==> config.mk <==
export PLATFORM = sky130hd
export DESIGN_NAME = latched_byte_shifter
export DESIGN_NICKNAME = d
export VERILOG_FILES = /design/src/rtl/lbs_pkg.sv /design/src/rtl/lbs_queue.sv /design/src/rtl/lbs_serializer.sv /design/src/rtl/latched_byte_shifter.sv
export SDC_FILE = /design/constraint.sdc
export NUM_CORES = 1
export LEC_CHECK = 0
export BUFFER_PORTS_ARGS = -buffer_cell sky130_fd_sc_hd__buf_2
export CAP_MARGIN = 40
export CORE_ASPECT_RATIO = 0.7
export CORE_UTILIZATION = 30
export CTS_BUF_LIST = sky130_fd_sc_hd__clkbuf_4
export CTS_CLUSTER_DIAMETER = 80
export DETAILED_ROUTE_END_ITERATION = 16
export PLACE_DENSITY = 0.48
export SLEW_MARGIN = 40
export SYNTH_ARGS = -nofsm -noshare
export SYNTH_HDL_FRONTEND = slang
export SYNTH_SLANG_ARGS = --single-unit
==> constraint.sdc <==
create_clock -name clk -period 2 [get_ports clk]
set_input_delay 0.1 -clock clk [delete_from_list [all_inputs] [get_ports clk]]
set_output_delay 0.1 -clock clk [all_outputs]
set_load 0.03 [all_outputs]
==> src/rtl/lbs_pkg.sv <==
package lbs_pkg;

    typedef logic [7:0] lbs_byte_t;

    typedef enum logic [1:0] {
        LBS_IDLE  = 2'd0,
        LBS_LOW   = 2'd1,
        LBS_HIGH  = 2'd2,
        LBS_PULSE = 2'd3
    } lbs_state_e;

endpackage

==> src/rtl/lbs_queue.sv <==
module lbs_queue
    import lbs_pkg::*;
#(
    parameter int DEPTH = 16
) (
    input  logic      clk,
    input  logic      rst_n,
    input  logic      push_i,
    input  lbs_byte_t data_i,
    input  logic      pop_i,
    output lbs_byte_t head_o,
    output logic      empty_o,
    output logic      ovf_o
);

    localparam int AW = (DEPTH > 1) ? $clog2(DEPTH) : 1;
    localparam logic [AW-1:0] LAST_IDX = AW'(DEPTH - 1);

    typedef struct packed {
        logic [DEPTH-1:0][7:0] mem;
        logic [AW-1:0]         wr_idx;
        logic                  wr_lap;
        logic [AW-1:0]         rd_idx;
        logic                  rd_lap;
        logic                  ovf;
    } q_state_t;

    q_state_t q_q, q_d;

    logic is_empty;
    logic is_full;

    function automatic logic [AW-1:0] step_idx(input logic [AW-1:0] idx);
        return (idx == LAST_IDX) ? '0 : idx + 1'b1;
    endfunction

    always_comb begin
        is_empty = (q_q.wr_idx == q_q.rd_idx) && (q_q.wr_lap == q_q.rd_lap);
        is_full  = (q_q.wr_idx == q_q.rd_idx) && (q_q.wr_lap != q_q.rd_lap);

        q_d = q_q;

        if (push_i && !is_full) begin
            q_d.mem[q_q.wr_idx] = data_i;
            q_d.wr_idx          = step_idx(q_q.wr_idx);
            if (q_q.wr_idx == LAST_IDX) begin
                q_d.wr_lap = ~q_q.wr_lap;
            end
        end

        if (push_i && is_full) begin
            q_d.ovf = 1'b1;
        end

        if (pop_i && !is_empty) begin
            q_d.rd_idx = step_idx(q_q.rd_idx);
            if (q_q.rd_idx == LAST_IDX) begin
                q_d.rd_lap = ~q_q.rd_lap;
            end
        end
    end

    always_ff @(posedge clk or negedge rst_n) begin
        if (!rst_n) begin
            q_q <= '0;
        end else begin
            q_q <= q_d;
        end
    end

    assign head_o  = q_q.mem[q_q.rd_idx];
    assign empty_o = is_empty;
    assign ovf_o   = q_q.ovf;

endmodule

==> src/rtl/lbs_serializer.sv <==
module lbs_serializer
    import lbs_pkg::*;
#(
    parameter int PHASE_CYCLES = 4
) (
    input  logic      clk,
    input  logic      rst_n,
    input  logic      empty_i,
    input  lbs_byte_t head_i,
    input  logic      ready_i,
    input  logic      busy_i,
    output logic      pop_o,
    output logic      sdata_o,
    output logic      sclk_o,
    output logic      oe_o,
    output logic      lrst_o
);

    localparam int CW = (PHASE_CYCLES > 1) ? $clog2(PHASE_CYCLES) : 1;
    localparam logic [CW-1:0] PH_LAST = CW'(PHASE_CYCLES - 1);

    typedef struct packed {
        lbs_state_e    st;
        logic [CW-1:0] ph;
        logic [2:0]    bit_n;
        lbs_byte_t     sh;
        logic          sclk;
        logic          sdat;
        logic          oe;
        logic          lrst;
    } ser_state_t;

    localparam ser_state_t SER_RST = '{
        st: LBS_IDLE, ph: '0, bit_n: '0, sh: '0,
        sclk: 1'b1, sdat: 1'b0, oe: 1'b0, lrst: 1'b0
    };

    ser_state_t s_q, s_d;
    logic       start;

    always_comb begin
        s_d   = s_q;
        start = 1'b0;

        unique case (s_q.st)
            LBS_IDLE: begin
                if (!empty_i && ready_i && !busy_i) begin
                    start    = 1'b1;
                    s_d.st   = LBS_LOW;
                    s_d.sh   = head_i;
                    s_d.sdat = head_i[7];
                    s_d.sclk = 1'b0;
                    s_d.oe   = 1'b1;
                    s_d.ph   = '0;
                    s_d.bit_n = '0;
                end
            end
            LBS_LOW: begin
                if (s_q.ph == PH_LAST) begin
                    s_d.st   = LBS_HIGH;
                    s_d.sclk = 1'b1;
                    s_d.ph   = '0;
                end else begin
                    s_d.ph = s_q.ph + 1'b1;
                end
            end
            LBS_HIGH: begin
                if (s_q.ph != PH_LAST) begin
                    s_d.ph = s_q.ph + 1'b1;
                end else if (s_q.bit_n == 3'd7) begin
                    s_d.st   = LBS_PULSE;
                    s_d.oe   = 1'b0;
                    s_d.sdat = 1'b0;
                    s_d.lrst = 1'b1;
                    s_d.ph   = '0;
                end else begin
                    s_d.st    = LBS_LOW;
                    s_d.sh    = s_q.sh << 1;
                    s_d.sdat  = s_q.sh[6];
                    s_d.sclk  = 1'b0;
                    s_d.bit_n = s_q.bit_n + 3'd1;
                    s_d.ph    = '0;
                end
            end
            LBS_PULSE: begin
                if (s_q.ph == PH_LAST) begin
                    s_d.st   = LBS_IDLE;
                    s_d.lrst = 1'b0;
                    s_d.ph   = '0;
                end else begin
                    s_d.ph = s_q.ph + 1'b1;
                end
            end
            default: s_d = SER_RST;
        endcase
    end

    always_ff @(posedge clk or negedge rst_n) begin
        if (!rst_n) begin
            s_q <= SER_RST;
        end else begin
            s_q <= s_d;
        end
    end

    assign pop_o   = start;
    assign sdata_o = s_q.sdat;
    assign sclk_o  = s_q.sclk;
    assign oe_o    = s_q.oe;
    assign lrst_o  = s_q.lrst;

endmodule

==> src/rtl/latched_byte_shifter.sv <==
module latched_byte_shifter
    import lbs_pkg::*;
#(
    parameter int DEPTH        = 16,
    parameter int PHASE_CYCLES = 4
) (
    input  logic       clk,
    input  logic       rst_n,
    input  logic       in_valid_i,
    input  logic [7:0] in_byte_i,
    input  logic       latch_ready_i,
    input  logic       tx_busy_i,
    output logic       sdata_o,
    output logic       sclk_o,
    output logic       latch_rst_o,
    output logic       data_oe_o,
    output logic       overflow_o
);

    lbs_byte_t head;
    logic      q_empty;
    logic      pop;

    lbs_queue #(
        .DEPTH (DEPTH)
    ) u_queue (
        .clk     (clk),
        .rst_n   (rst_n),
        .push_i  (in_valid_i),
        .data_i  (in_byte_i),
        .pop_i   (pop),
        .head_o  (head),
        .empty_o (q_empty),
        .ovf_o   (overflow_o)
    );

    lbs_serializer #(
        .PHASE_CYCLES (PHASE_CYCLES)
    ) u_ser (
        .clk     (clk),
        .rst_n   (rst_n),
        .empty_i (q_empty),
        .head_i  (head),
        .ready_i (latch_ready_i),
        .busy_i  (tx_busy_i),
        .pop_o   (pop),
        .sdata_o (sdata_o),
        .sclk_o  (sclk_o),
        .oe_o    (data_oe_o),
        .lrst_o  (latch_rst_o)
    );

endmodule

[Word level (Yosys, flattened, before mapping)]
Index checks and enable logic that the tools add are counted.
Storage, ports and cells
  logic and storage cells: 105
  input port bits: 13
  output and inout port bits: 5
  flip-flop bits (word level): 157
Operators by class
  multiplexer cells: 27
  reduce and logical (&&, ||, !) cells: 23
  bitwise gates (word level): 2
  $lt $le $gt $ge: 3
  eq/ne operators: 17
  $add $sub $neg: 4
Operators with widths (number)
  $bwmux 128: 1
  $bmux 8 s4: 1
  $demux 8 s4: 1
  $pmux 11 s2: 1
  $mux 18: 1
  $mux 8: 2
  $pmux 4 s4: 1
  $reduce_and 4->1: 4
  $mux 15: 1
  $mux 12: 1
  $mux 2: 6
  $mux 4: 3
  $lt 4x5->1 const B: 2
  $add 4x1->4 const B: 2
  $eq 4x4->1 const B: 2
  $logic_and 1x1->1: 8
  $ne 2x1->1 const B: 4
  $eq 2x2->1 const B: 3
  $ne 2x2->1 const B: 3
  $mux 1: 5
  $reduce_and 5->1: 1
  $eq 4x4->1: 1
  $ge 4x1->1 const B: 1
  $pmux 2 s2: 1
  15 further kinds: 20

[Longest topological paths before layout]
Gate-level depths: netlist of run 1.
  depth after elaboration: 9
  gate-level depth with buffers: 7
  depth with buffers taken out: 7

[Hierarchy]
Synthesis of run 1 repeated with hierarchy kept, for this count alone.
Second synthesis, totals
  cells, all modules: 546
  area, all modules: 7637.3 um^2
By module, submodules not included
  lbs_queue: times used 1, seq. area each 3478.3 um^2, cells an instance 465, area each 6754.0 um^2
  lbs_serializer: times used 1, seq. area each 451.7 um^2, cells an instance 81, area each 883.3 um^2

[Least setup slack after synthesis of run 1]
No wires, ideal clock.
  path kind: register to register
  from: register u_queue.q_q[2] (netlist bit)
  to: register u_ser.s_q[9] (netlist bit)
  required time: 1.881 ns
  buffers on the path: 2
  stages on the path, launching flop included: 8
  library setup time: 0.119 ns
  clock period less this slack: 2.028 ns
  arrival time: 1.909 ns
  path slack: -0.028 ns
  path through: dfrtp_1 -> buf_4 -> buf_2 -> mux4_2 -> a22oi_1 -> a21oi_1 -> a221o_1 -> o21a_1
On the way
  longest elaborated chain between the ends: 7
  elaborated cells on any way between the ends: 11
  those cells by class: eq/ne (2); mux (4); reduce/logical (5)
RTL lines
  from (decl): RTL line lbs_queue.sv:28  | q_state_t q_q, q_d;
  from (signal assigned): RTL line lbs_queue.sv:67  | q_q <= q_d;
  parallel branches: the longest is 7 deep, another holds $mux 18
  to (signal assigned): RTL line lbs_serializer.sv:100  | s_q <= SER_RST;
  to (signal assigned): RTL line lbs_serializer.sv:102  | s_q <= s_d;
  to (decl): RTL line lbs_serializer.sv:38  | ser_state_t s_q, s_d;
Several ways; the timed one is not identified. The select of a mux whose other input is x is not followed.
A chain may end at the register's enable or synchronous reset.

[Worst setup path after layout of run 1]
Ends and elaborated chain as after synthesis.

==> summary.md, run 1 <==
| Metric | Value |
|---|---|
| H-tree Lvls | 4 |
| Longest Clk Path Bufs | 2 |
| Initial antenna violation count | 1 |
| Sequential area share after synthesis | 0.5250 |
| Clock skew | 18.58 ps |
| Run status | finished with violations |
| Drt drc | 0 |
| Cell variety after synth | 47 |
| Final net count | 616 |
| Final non-filler cell total | 926 |
| Largest net degree at the start of global routing | 47 |
| Yosys top cell area share | 0.5215 |
| Synth Cell Area | 7486 um^2 |
| GRT Util Overall | 0.1591 |
| Max frequency | 0.4929 GHz |
| Synth warn | 0 |
| RSZ-0062 raised after global routing | true |
| WL met1 | 9.653 mm |
| Element type at the critical path end | flop |
| R2r startpoint | u_queue.q_q[2] |
| Maximum capacitance violations | 0 |
| IO Port Bufs | 17 |
| Grt ovf | 0 |
| Clk pin slew, worst setup/hold paths | 140 ps |
| Post-layout instance area | 9364 um^2 |
| Area grow syn2layout | 25.09% |
| Global-route wire length before repair | 29.92 mm |
| Multi-input logic area | 3513 um^2 |
| GPL Wtd Cong | 0.7506 |
| Initial DRT Pass Iterations | 4 |
| Vias in the first global route | 4874 |
| Leakage power | 0.003882 uW |
| Hold WS | 110.2 ps |
| Worst Path Max Fanout | 8 |
| Vias | 4544 |
| Syn Area/Cell | 15.03 um^2 |
| Initial cell density of the core | 0.3112 |
| Critical Path RT | 2490 ps |
| Top sig layer | met4 |
| Share of cells above drive strength 1 | 0.5568 |
| Reg2reg end | u_ser.s_q[9] |
| TritonCTS clock tree | done |
| Most common cell after layout, fill and taps aside | dfrtp_1 |
| CP endpoint | u_ser.s_q[9] |
| Setup WS post-layout | -28.85 ps |
| Crit path arrival time | 2520 ps |
| Final Critical Period | 2029 ps |
| Placed cells | 860 |
| FP Rows | 47 |
| Detail Route Antenna Nets | 0 |
| Seq cells post-synth | 157 |
| FF-to-FF path depth | 7 |
| Die width | 190.8 um |
| Critical path class | reg2reg |
| Met2 WL | 8.161 mm |
| Clk Latency, worst-skew pair | 580 ps |
| Worst Max-Slew Pin Slew | 635.1 ps |
| # clock sinks | 157 |
| Relative slew slack | 0.5747 |
| CTS Buf Count | 17 |
| Peak supply drop | 0.6084 mV |
| Final setup violation count | 3 |
| Post-DP HPWL | 12.45 mm |
| Setup TNS | -58.04 ps |
| Power Density | 1570 nW/um^2 |
| Area after DPL | 8411 um^2 |
| Ports | 18 |
| Hold Vio Cnt, Final | 0 |
| Slew Limit Fails | 0 |
| Vias per cell | 4.907 |
| Synth top area cells | dfrtp_1 52%, mux2_2 18%, mux4_2 9.6%, nor3_4 2.0%, mux2_4 1.6% |
| Seq. cell area | 3933 um^2 |
| Failing checks | setup timing |
| Worst setup path startpoint | u_queue.q_q[2] |
| Core area | 24050 um^2 |
| Die ar. | 25600 um^2 |
| Cell count after synthesis | 498 |
| Crit start category | flop |
| Post-synth top area cell | dfrtp_1 |
| Routed WL | 18.69 mm |
| Worst min path class | in2reg |
| Root buffer cell | clkbuf_4 |
| Reg2Reg Setup Slack | -30 ps |
| DR iter-0 viols | 214 |
| Avg WL per Cell | 20.18 um |
| Met3 WL | 661 um |
| FILL cells | 2238 |
| Most frequent cells in the layout | 154 x dfrtp_1, 119 x mux2_2, 48 x buf_4 |
| Final Cycle Share | 1.014 |
| Height of the die | 134.2 um |
| Net Count, Synth | 519 |
cell type report:
cell class / instances / area share
antenna: 1 / 0.0002672
clock inverter: 14 / 0.02191
clock buffer: 17 / 0.01363
multi-input combinational: 303 / 0.3752
timing repair buffer: 108 / 0.1233
tap: 318 / 0.04249
sequential: 157 / 0.4200
inverter: 8 / 0.003207
timing repair:
action	in CTS	in global routing
pin swaps	16	8
hold endpoints to repair	255	0
setup endpoints to repair	113	65
buffers inserted	18	4
resized for setup	35	14
hold buffers	13	0
cloned	2	0
cell families after synthesis:
group | after synthesis | share of synthesized area
compound gates | 62 | 0.05750
xor+xnor | 11 | 0.01638
fa+ha+maj | 8 | 0.01337
buf+inv | 38 | 0.02490
flops | 157 | 0.5250
mux | 163 | 0.2972
simple gates | 59 | 0.06568
Yosys cell counts (all sizes together):
cell type  number
dfrtp         156
mux2          130
mux4           32
clkbuf         21
nand2          15
a22oi          14
nor3           14
a21oi          12
o21ai          12
buf             9
nor2            9
ha              8
inv             8
nand3           7
xnor2           7
a221o           5
o21a            5
nor2b           4
nor4            4
xor2            4
a31oi           3
a21o            2
and2            2
nand2b          2
a221oi          1
a22o            1
a31o            1
a41o            1
dfstp           1
mux2i           1
nand4           1
nor3b           1
o211ai          1
o2bb2ai         1
o31a            1
o31ai           1
o32a            1
critical path: stages (launching register included):
cell and delay (ps):
dfrtp_2 420, buf_12 160, buf_12 140, mux4_2 530, a22oi_2 190, a21oi_2 100, a221o_1 270, o21a_1 100
worst min-delay path by stage:
stage,from,end,slack [ps],cells after the start
3_3_place_gp,rst_n,u_queue.q_q[75],60,1
6_report,latch_ready_i,u_queue.q_q[2],110,5
3_5_place_dp,rst_n,u_queue.q_q[83],70,1
4_1_cts,latch_ready_i,u_queue.q_q[2],90,5
2_1_floorplan,rst_n,u_queue.ovf_o,-200,0
5_1_grt,latch_ready_i,u_queue.q_q[2],100,5
power breakdown:
group	leakage [uW]	switching, uW	total, uW	internal [uW]
Clock	0.000176	1280	2300	1020
Combinational	0.00178	3020	6870	3850
Sequential	0.00193	846	5530	4680
Total	0.00388	5140	14700	9550
per-layer routing:
metal / track usage / up-vias
met4: 0.03644 / 0
met1: 0.2334 / 2412
met2: 0.2319 / 67
met5: 0 / -
met3: 0.04343 / 12
li1: - / 2053
through the flow:
step	util	power, uW	setup slack, ps
global placement	0.3494	11510	-277.5
detailed placement	0.3497	11710	-271.5
global route	0.3893	15660	-101.6
finish	0.3893	14700	-28.85
floorplan	-	9733	26.45
CTS	0.3863	14720	-91.59
state kept, by name (all words and copies together), names as in the netlist:
name	count
u_queue.ovf_o	1
u_queue.q_q	138
u_ser.lrst_o	1
u_ser.oe_o	1
u_ser.s_q	14
u_ser.sclk_o	1
u_ser.sdata_o	1
Power figures use the tool's default switching activity.
==> inputs of run 2 (changes only) <==
Settings changed: ABC_CLOCK_PERIOD_IN_PS set to 2000, RECOVER_POWER set to 100.
==> run 2 against run 1 <==
  * The run still ends with setup timing left
  * Critical path depth unchanged
  * Clock skew about the same
  * Clock-buffer cell count unchanged
  * Register-to-register slack is essentially flat
  * Combinational power is 2% lower
  * Largest cell class unchanged
==> summary.md, run 2 (synthesis results as in run 1) <==
| Metric | Value |
|---|---|
| Run status | finished with violations |
| Failing checks | setup timing |
| Drt drc | 0 |
| Worst Path Max Fanout | 8 |
| RSZ-0062 raised after global routing | true |
| Vias in the first global route | 4874 |
| TritonCTS clock tree | done |
| Share of cells above drive strength 1 | 0.5354 |
| Root buffer cell | clkbuf_4 |
| Post-layout instance area | 9223 um^2 |
| Max frequency | 0.4914 GHz |
| # clock sinks | 157 |
| H-tree Lvls | 4 |
| Final setup violation count | 4 |
| Core area | 24050 um^2 |
| CP bufs+invs | 2 |
| Critical path class | reg2reg |
| Vias | 4530 |
| Global-route wire length before repair | 29.92 mm |
| Max reg flops | 138 |
| Reg2Reg Setup Slack | -40 ps |
| Power, Total | 14570 uW |
| Delay-heaviest family, CP | compound AO/OA/AOI/OAI gates |
| Top reg by flops | u_queue.q_q |
| Area after DPL | 8411 um^2 |
| FILL cells | 2268 |
| Avg WL per Cell | 20.19 um |
| DR iter-0 viols | 211 |
| CTS Buf Count | 17 |
| Final Util | 0.3834 |
| Most common cell after layout, fill and taps aside | dfrtp_1 |
| Pre-CTS WS | -271.5 ps |
| Peak supply drop | 0.6029 mV |
| Initial antenna violation count | 1 |
| Area grow syn2layout | 23.20% |
| Longest Clk Path Bufs | 2 |
| Worst min path class | in2reg |
| Crit start category | flop |
| FP Rows | 47 |
| IO Port Bufs | 17 |
| Hold Vio Cnt, Final | 0 |
| Final Critical Period | 2035 ps |
| Most frequent cells in the layout | 154 x dfrtp_1, 119 x mux2_2, 38 x buf_4 |
| Top Registers | u_queue.q_q: 138 flops, u_ser.s_q: 14 flops |
| Worst Max-Slew Pin Slew | 986.6 ps |
| Ports | 18 |
| Critical Path RT | 2490 ps |
| Final Cycle Share | 1.018 |
| Grt ovf | 0 |
| Most used cell, CP | buf_12 |
| Slowest cell on crit path | mux4_2 |
| Relative slew slack | 0.3422 |
| GRT Util Overall | 0.1591 |
| Post-DP HPWL | 12.45 mm |
| Clock skew | 19.06 ps |
| Initial cell density of the core | 0.3112 |
| Slew Limit Fails | 0 |
| Element type at the critical path end | flop |
| Detail Route Antenna Nets | 0 |
| Final net count | 616 |
| Clk pin slew, worst setup/hold paths | 140 ps |
| Die width | 190.8 um |
| Max incr delay on CP | 530 ps |
| Crit path arrival time | 2520 ps |
| Setup WS post-layout | -35.05 ps |
| Setup TNS | -62.60 ps |
| Height of the die | 134.2 um |
| Vias per cell | 4.892 |
| CP cell instances | buf_12, buf_12, mux4_2, a22oi_2, a21oi_2, a221o_1, o21a_1 |
| Clk Latency, worst-skew pair | 580 ps |
| Power Density | 1580 nW/um^2 |
| GPL Wtd Cong | 0.7506 |
| Largest net degree at the start of global routing | 47 |
| Die ar. | 25600 um^2 |
| Leakage power | 0.003815 uW |
| Initial DRT Pass Iterations | 4 |
| Maximum capacitance violations | 0 |
| Routed WL | 18.70 mm |
==> run 2: changes by cell type in the layout (fill, tap and decap cells not counted), moves of 2 or more <==
cell	previous run	this run
clkbuf_2	0	6
clkbuf_4	17	20
buf_12	23	15
buf_2	16	11
clkbuf_8	0	2
buf_4	48	38
clkbuf_1	0	11
==> run 2: path summary, 6_finish.rpt <==
path                                 from  cells after the start               to
max                        u_queue.q_q[2]                      7     u_ser.s_q[9]
min                         latch_ready_i                      5   u_queue.q_q[2]
max reg2reg                u_queue.q_q[2]                      7     u_ser.s_q[9]
min reg2reg                 u_queue.ovf_o                      1    u_queue.ovf_o
max in group asynchronous           rst_n                      4     u_ser.sclk_o
min in group asynchronous           rst_n                      3  u_queue.q_q[11]
==> run 2: worst min-delay path: stages <==
cell	delay (ps)
buf_2	90
nor2b_1	130
o211ai_1	150
buf_12	150
a21o_1	110
==> run 2: metrics by stage <==
| stage | cells | hold WS, ps |
|---|---|---|
| 6_report | 926 | 178.5 |
| 5_1_grt | 926 | 165.9 |
| 4_1_cts | 923 | 85.45 |
| 3_5_place_dp | 860 | 70.73 |
| 3_3_place_gp | 859 | 58.76 |
| 2_1_floorplan | 498 | -195.6 |
==> run 2: final cells by class <==
type / count / area, um^2 / area share
sequential: 157 / 3933 / 0.4264
multi-input combinational: 303 / 3500 / 0.3795
timing repair buffer: 108 / 1027 / 0.1114
tap: 318 / 397.9 / 0.04314
clock inverter: 14 / 205.2 / 0.02225
clock buffer: 17 / 127.6 / 0.01384
inverter: 8 / 30.03 / 0.003256
antenna: 1 / 2.502 / 0.0002713
==> run 2: per-layer routing <==
metal / vias to the layer above / wire length, um / track usage
met5: - / 0 / 0
met4: 0 / 208 / 0.03644
met3: 11 / 654 / 0.04343
met2: 59 / 8183 / 0.2319
met1: 2399 / 9650 / 0.2334
li1: 2061 / - / -
==> run 2: power by group <==
group	internal (uW)	leakage, uW	switching (uW)
combinational	3760	0.00171	2990
sequential	4680	0.00193	845
clock	1020	0.000176	1280
total	9460	0.00382	5120
==> run 2: timing repair <==
item / 4_1_cts / 5_1_grt
endpoints found under the setup margin: 113 / 65
hold buffers: 13 / 0
cloned: 2 / 0
endpoints found under the hold margin: 255 / 0
pin swaps: 16 / 8
gates resized for setup: 35 / 14
setup buffers: 18 / 4
==> inputs of run 3 (changes only) <==
Settings changed: CORE_UTILIZATION 30 to 39, PLACE_DENSITY 0.48 to 0.58, SYNTH_HIERARCHICAL set to 1.
==> run 3 against run 2 <==
  * The flow still finishes with violations (setup timing)
  * Sequential share of layout area fell by 0.59 points
  * Synthesized cell count increased by 9.6%
  * Critical endpoint is now u_queue/q_q[132]
  * First-iteration DRC count is 70% higher
  * Die area decreased by 21%
  * Cell area grew 1.6%
  * Highest routed layer unchanged
  * Register-to-register slack worse by 140 ps
  * Largest cell class unchanged
==> summary.md, run 3 <==
| Metric | Value |
|---|---|
| GPL Wtd Cong | 0.7703 |
| Number of synthesized flops with an enable pin | 0 |
| Failing checks | setup timing |
| Crit start category | flop |
| RSZ-0062 raised after global routing | true |
| Synth warn | 6 |
| Run status | finished with violations |
| IO Port Bufs | 17 |
| Post-layout instance area | 9370 um^2 |
| Reg2Reg Setup Slack | -180 ps |
| Net Count, Synth | 567 |
| Crit path arrival time | 2620 ps |
| Async SR Flop Fraction | 1.000 |
| Routed WL | 19.05 mm |
| Synth Cell Area | 7637 um^2 |
| # clock sinks | 157 |
| GRT Util Overall | 0.1978 |
| Yosys top cell area share | 0.5111 |
| Most common cell in the netlist | dfrtp_1 |
| Initial antenna violation count | 1 |
| Initial DRT Pass Iterations | 5 |
| Global-route wire length before repair | 29.48 mm |
| Hold EP | u_queue/q_q[96] |
| Seq cells post-synth | 157 |
| Post-DP HPWL | 12.76 mm |
| Max frequency | 0.4597 GHz |
| Sequential area share after synthesis | 0.5146 |
| Final net count | 653 |
| Area after DPL | 8692 um^2 |
| FF-to-FF path depth | 9 |
| Power Density | 1676 nW/um^2 |
| Reg2reg end | u_queue/q_q[132] |
| Initial cell density of the core | 0.4015 |
| Height of the die | 119.1 um |
| Critical path class | reg2reg |
| Hold Vio Cnt, Final | 0 |
| Root buffer cell | clkbuf_4 |
| Post-synth top area cell | dfrtp_1 |
| CTS Buf Count | 17 |
| Worst Path Max Fanout | 7 |
| Worst Max-Slew Pin Slew | 1329 ps |
| Most common cell after layout, fill and taps aside | dfrtp_1 |
| Grt ovf | 0 |
| Syn Area/Cell | 13.99 um^2 |
| Cell count after synthesis | 546 |
| R2r startpoint | u_queue/q_q[2] |
| Clk Latency, worst-skew pair | 550 ps |
| Slew Limit Fails | 0 |
| Top FF cell, synth | dfrtp_1 |
| Avg WL per Cell | 20.89 um |
| Critical Path RT | 2440 ps |
| Power, Total | 15700 uW |
| Hold path depth | 2 |
| DR iter-0 viols | 359 |
| Most frequent cells in the layout | 150 x dfrtp_1, 128 x mux2_2, 54 x buf_4 |
| H-tree Lvls | 4 |
| Vias in the first global route | 5076 |
| Final Util | 0.4926 |
| Peak supply drop | 0.6659 mV |
| FP Rows | 42 |
| Detail Route Antenna Nets | 0 |
| Clk pin slew, worst setup/hold paths | 130 ps |
| Drt drc | 0 |
| Clock skew | 15.09 ps |
| Cell variety after synth | 54 |
| Seq. cell area | 3940 um^2 |
| FILL cells | 1677 |
| Setup WS post-layout | -175.5 ps |
| Vias per cell | 5.385 |
| TritonCTS clock tree | done |
| Synth top cells by count | 156 x dfrtp_1, 134 x mux2_2, 33 x mux2i_1 |
| Area grow syn2layout | 22.69% |
| Leakage power | 0.003946 uW |
| Top Registers | u_queue/q_q: 138 flops, u_ser/s_q: 14 flops |
| Maximum capacitance violations | 0 |
| Ports | 18 |
| Worst min path class | in2reg |
| Die ar. | 20160 um^2 |
| Share of cells above drive strength 1 | 0.5334 |
| Longest Clk Path Bufs | 2 |
| Final Critical Period | 2175 ps |
| Max reg flops | 138 |
| Core area | 19020 um^2 |
| Relative slew slack | 0.1140 |
| Final Cycle Share | 1.088 |
| Die width | 169.3 um |
| Final setup violation count | 115 |
| Largest net degree at the start of global routing | 55 |
| Element type at the critical path end | flop |
| Synth top area cells | dfrtp_1 51%, mux2_2 20%, mux4_2 4.7%, mux2i_1 4.3%, a221oi_1 1.8% |
| Top reg by flops | u_queue/q_q |
| Hold path start | in_byte_i[5] |
| Vias | 4911 |
| Multi-input logic area | 3826 um^2 |
==> run 3: cell type report <==
| type | count | area share |
|---|---|---|
| Clock buffer | 19 | 0.01522 |
| Tap cell | 264 | 0.03525 |
| Timing Repair Buffer | 100 | 0.09801 |
| Antenna cell | 5 | 0.001335 |
| Inverter | 8 | 0.003205 |
| Sequential cell | 157 | 0.4205 |
| Clock inverter | 11 | 0.01816 |
| Multi-Input combinational cell | 348 | 0.4083 |
==> run 3: cells by family after synthesis <==
family | count (synthesis) | share of synthesized area
DFF | 157 | 0.5146
xor gates and xnor gates | 9 | 0.01229
and+or+nand+nor | 68 | 0.06586
adders and majority gates | 8 | 0.01311
muxes | 183 | 0.2880
buffers and inverters | 42 | 0.02441
AOI/OAI and AO/OA | 79 | 0.08175
==> run 3: stage by stage <==
stage | cells | setup TNS [ps] | hold WS, ps | setup slack [ps]
3_5_place_dp | 860 | -11220 | 92.94 | -237.8
6_report | 912 | -12070 | 52.64 | -175.5
4_1_cts | 897 | -6785 | 3.251 | -161.1
5_1_grt | 912 | -19900 | 3.266 | -241.7
2_1_floorplan | 546 | -2699 | -195.6 | -266.7
3_3_place_gp | 860 | -10070 | 89.40 | -172.3
==> run 3: power breakdown <==
part	internal [uW]	switching [uW]	leakage [uW]
clock network	1000	1120	0.000160
logic	4160	3810	0.00187
registers	4690	921	0.00191
total	9850	5850	0.00395
==> run 3: worst max path at each step <==
stage	start	to	slack, ps	cells past startpoint
after floorplan	u_queue/q_q[2]	u_queue/q_q[1]	-270	8
after global placement	u_queue/q_q[3]	u_queue/q_q[1]	-170	7
after detailed placement	u_queue/q_q[3]	u_queue/q_q[1]	-240	7
after CTS	u_queue/q_q[2]	u_queue/q_q[1]	-160	7
after global routing	u_queue/q_q[2]	u_queue/q_q[1]	-240	7
final	u_queue/q_q[2]	u_queue/q_q[132]	-180	9
==> run 3: timing repair <==
action	in CTS	in global routing
pin swaps	15	15
gates cloned	0	2
setup buffers	7	16
resized for setup	30	27
endpoints found under the setup margin	144	145
endpoints found under the hold margin	161	0
hold buffers	4	0
==> run 3: worst max-delay path: stages (launching register included) <==
cell	delay [ps]
dfrtp_4	540
xor2_4	170
buf_6	130
buf_6	110
buf_4	120
nor4_2	270
buf_6	230
a21oi_4	80
buf_12	150
mux2_2	270
==> run 3: per-layer routing <==
metal | part of all wire | track usage | vias to the layer above
met3 | 0.043 | 0.04985 | 18
met4 | 0.010 | 0.04955 | 0
met1 | 0.51 | 0.3015 | 2573
li1 | - | - | 2236
met5 | 0 | 0 | -
met2 | 0.43 | 0.2775 | 84
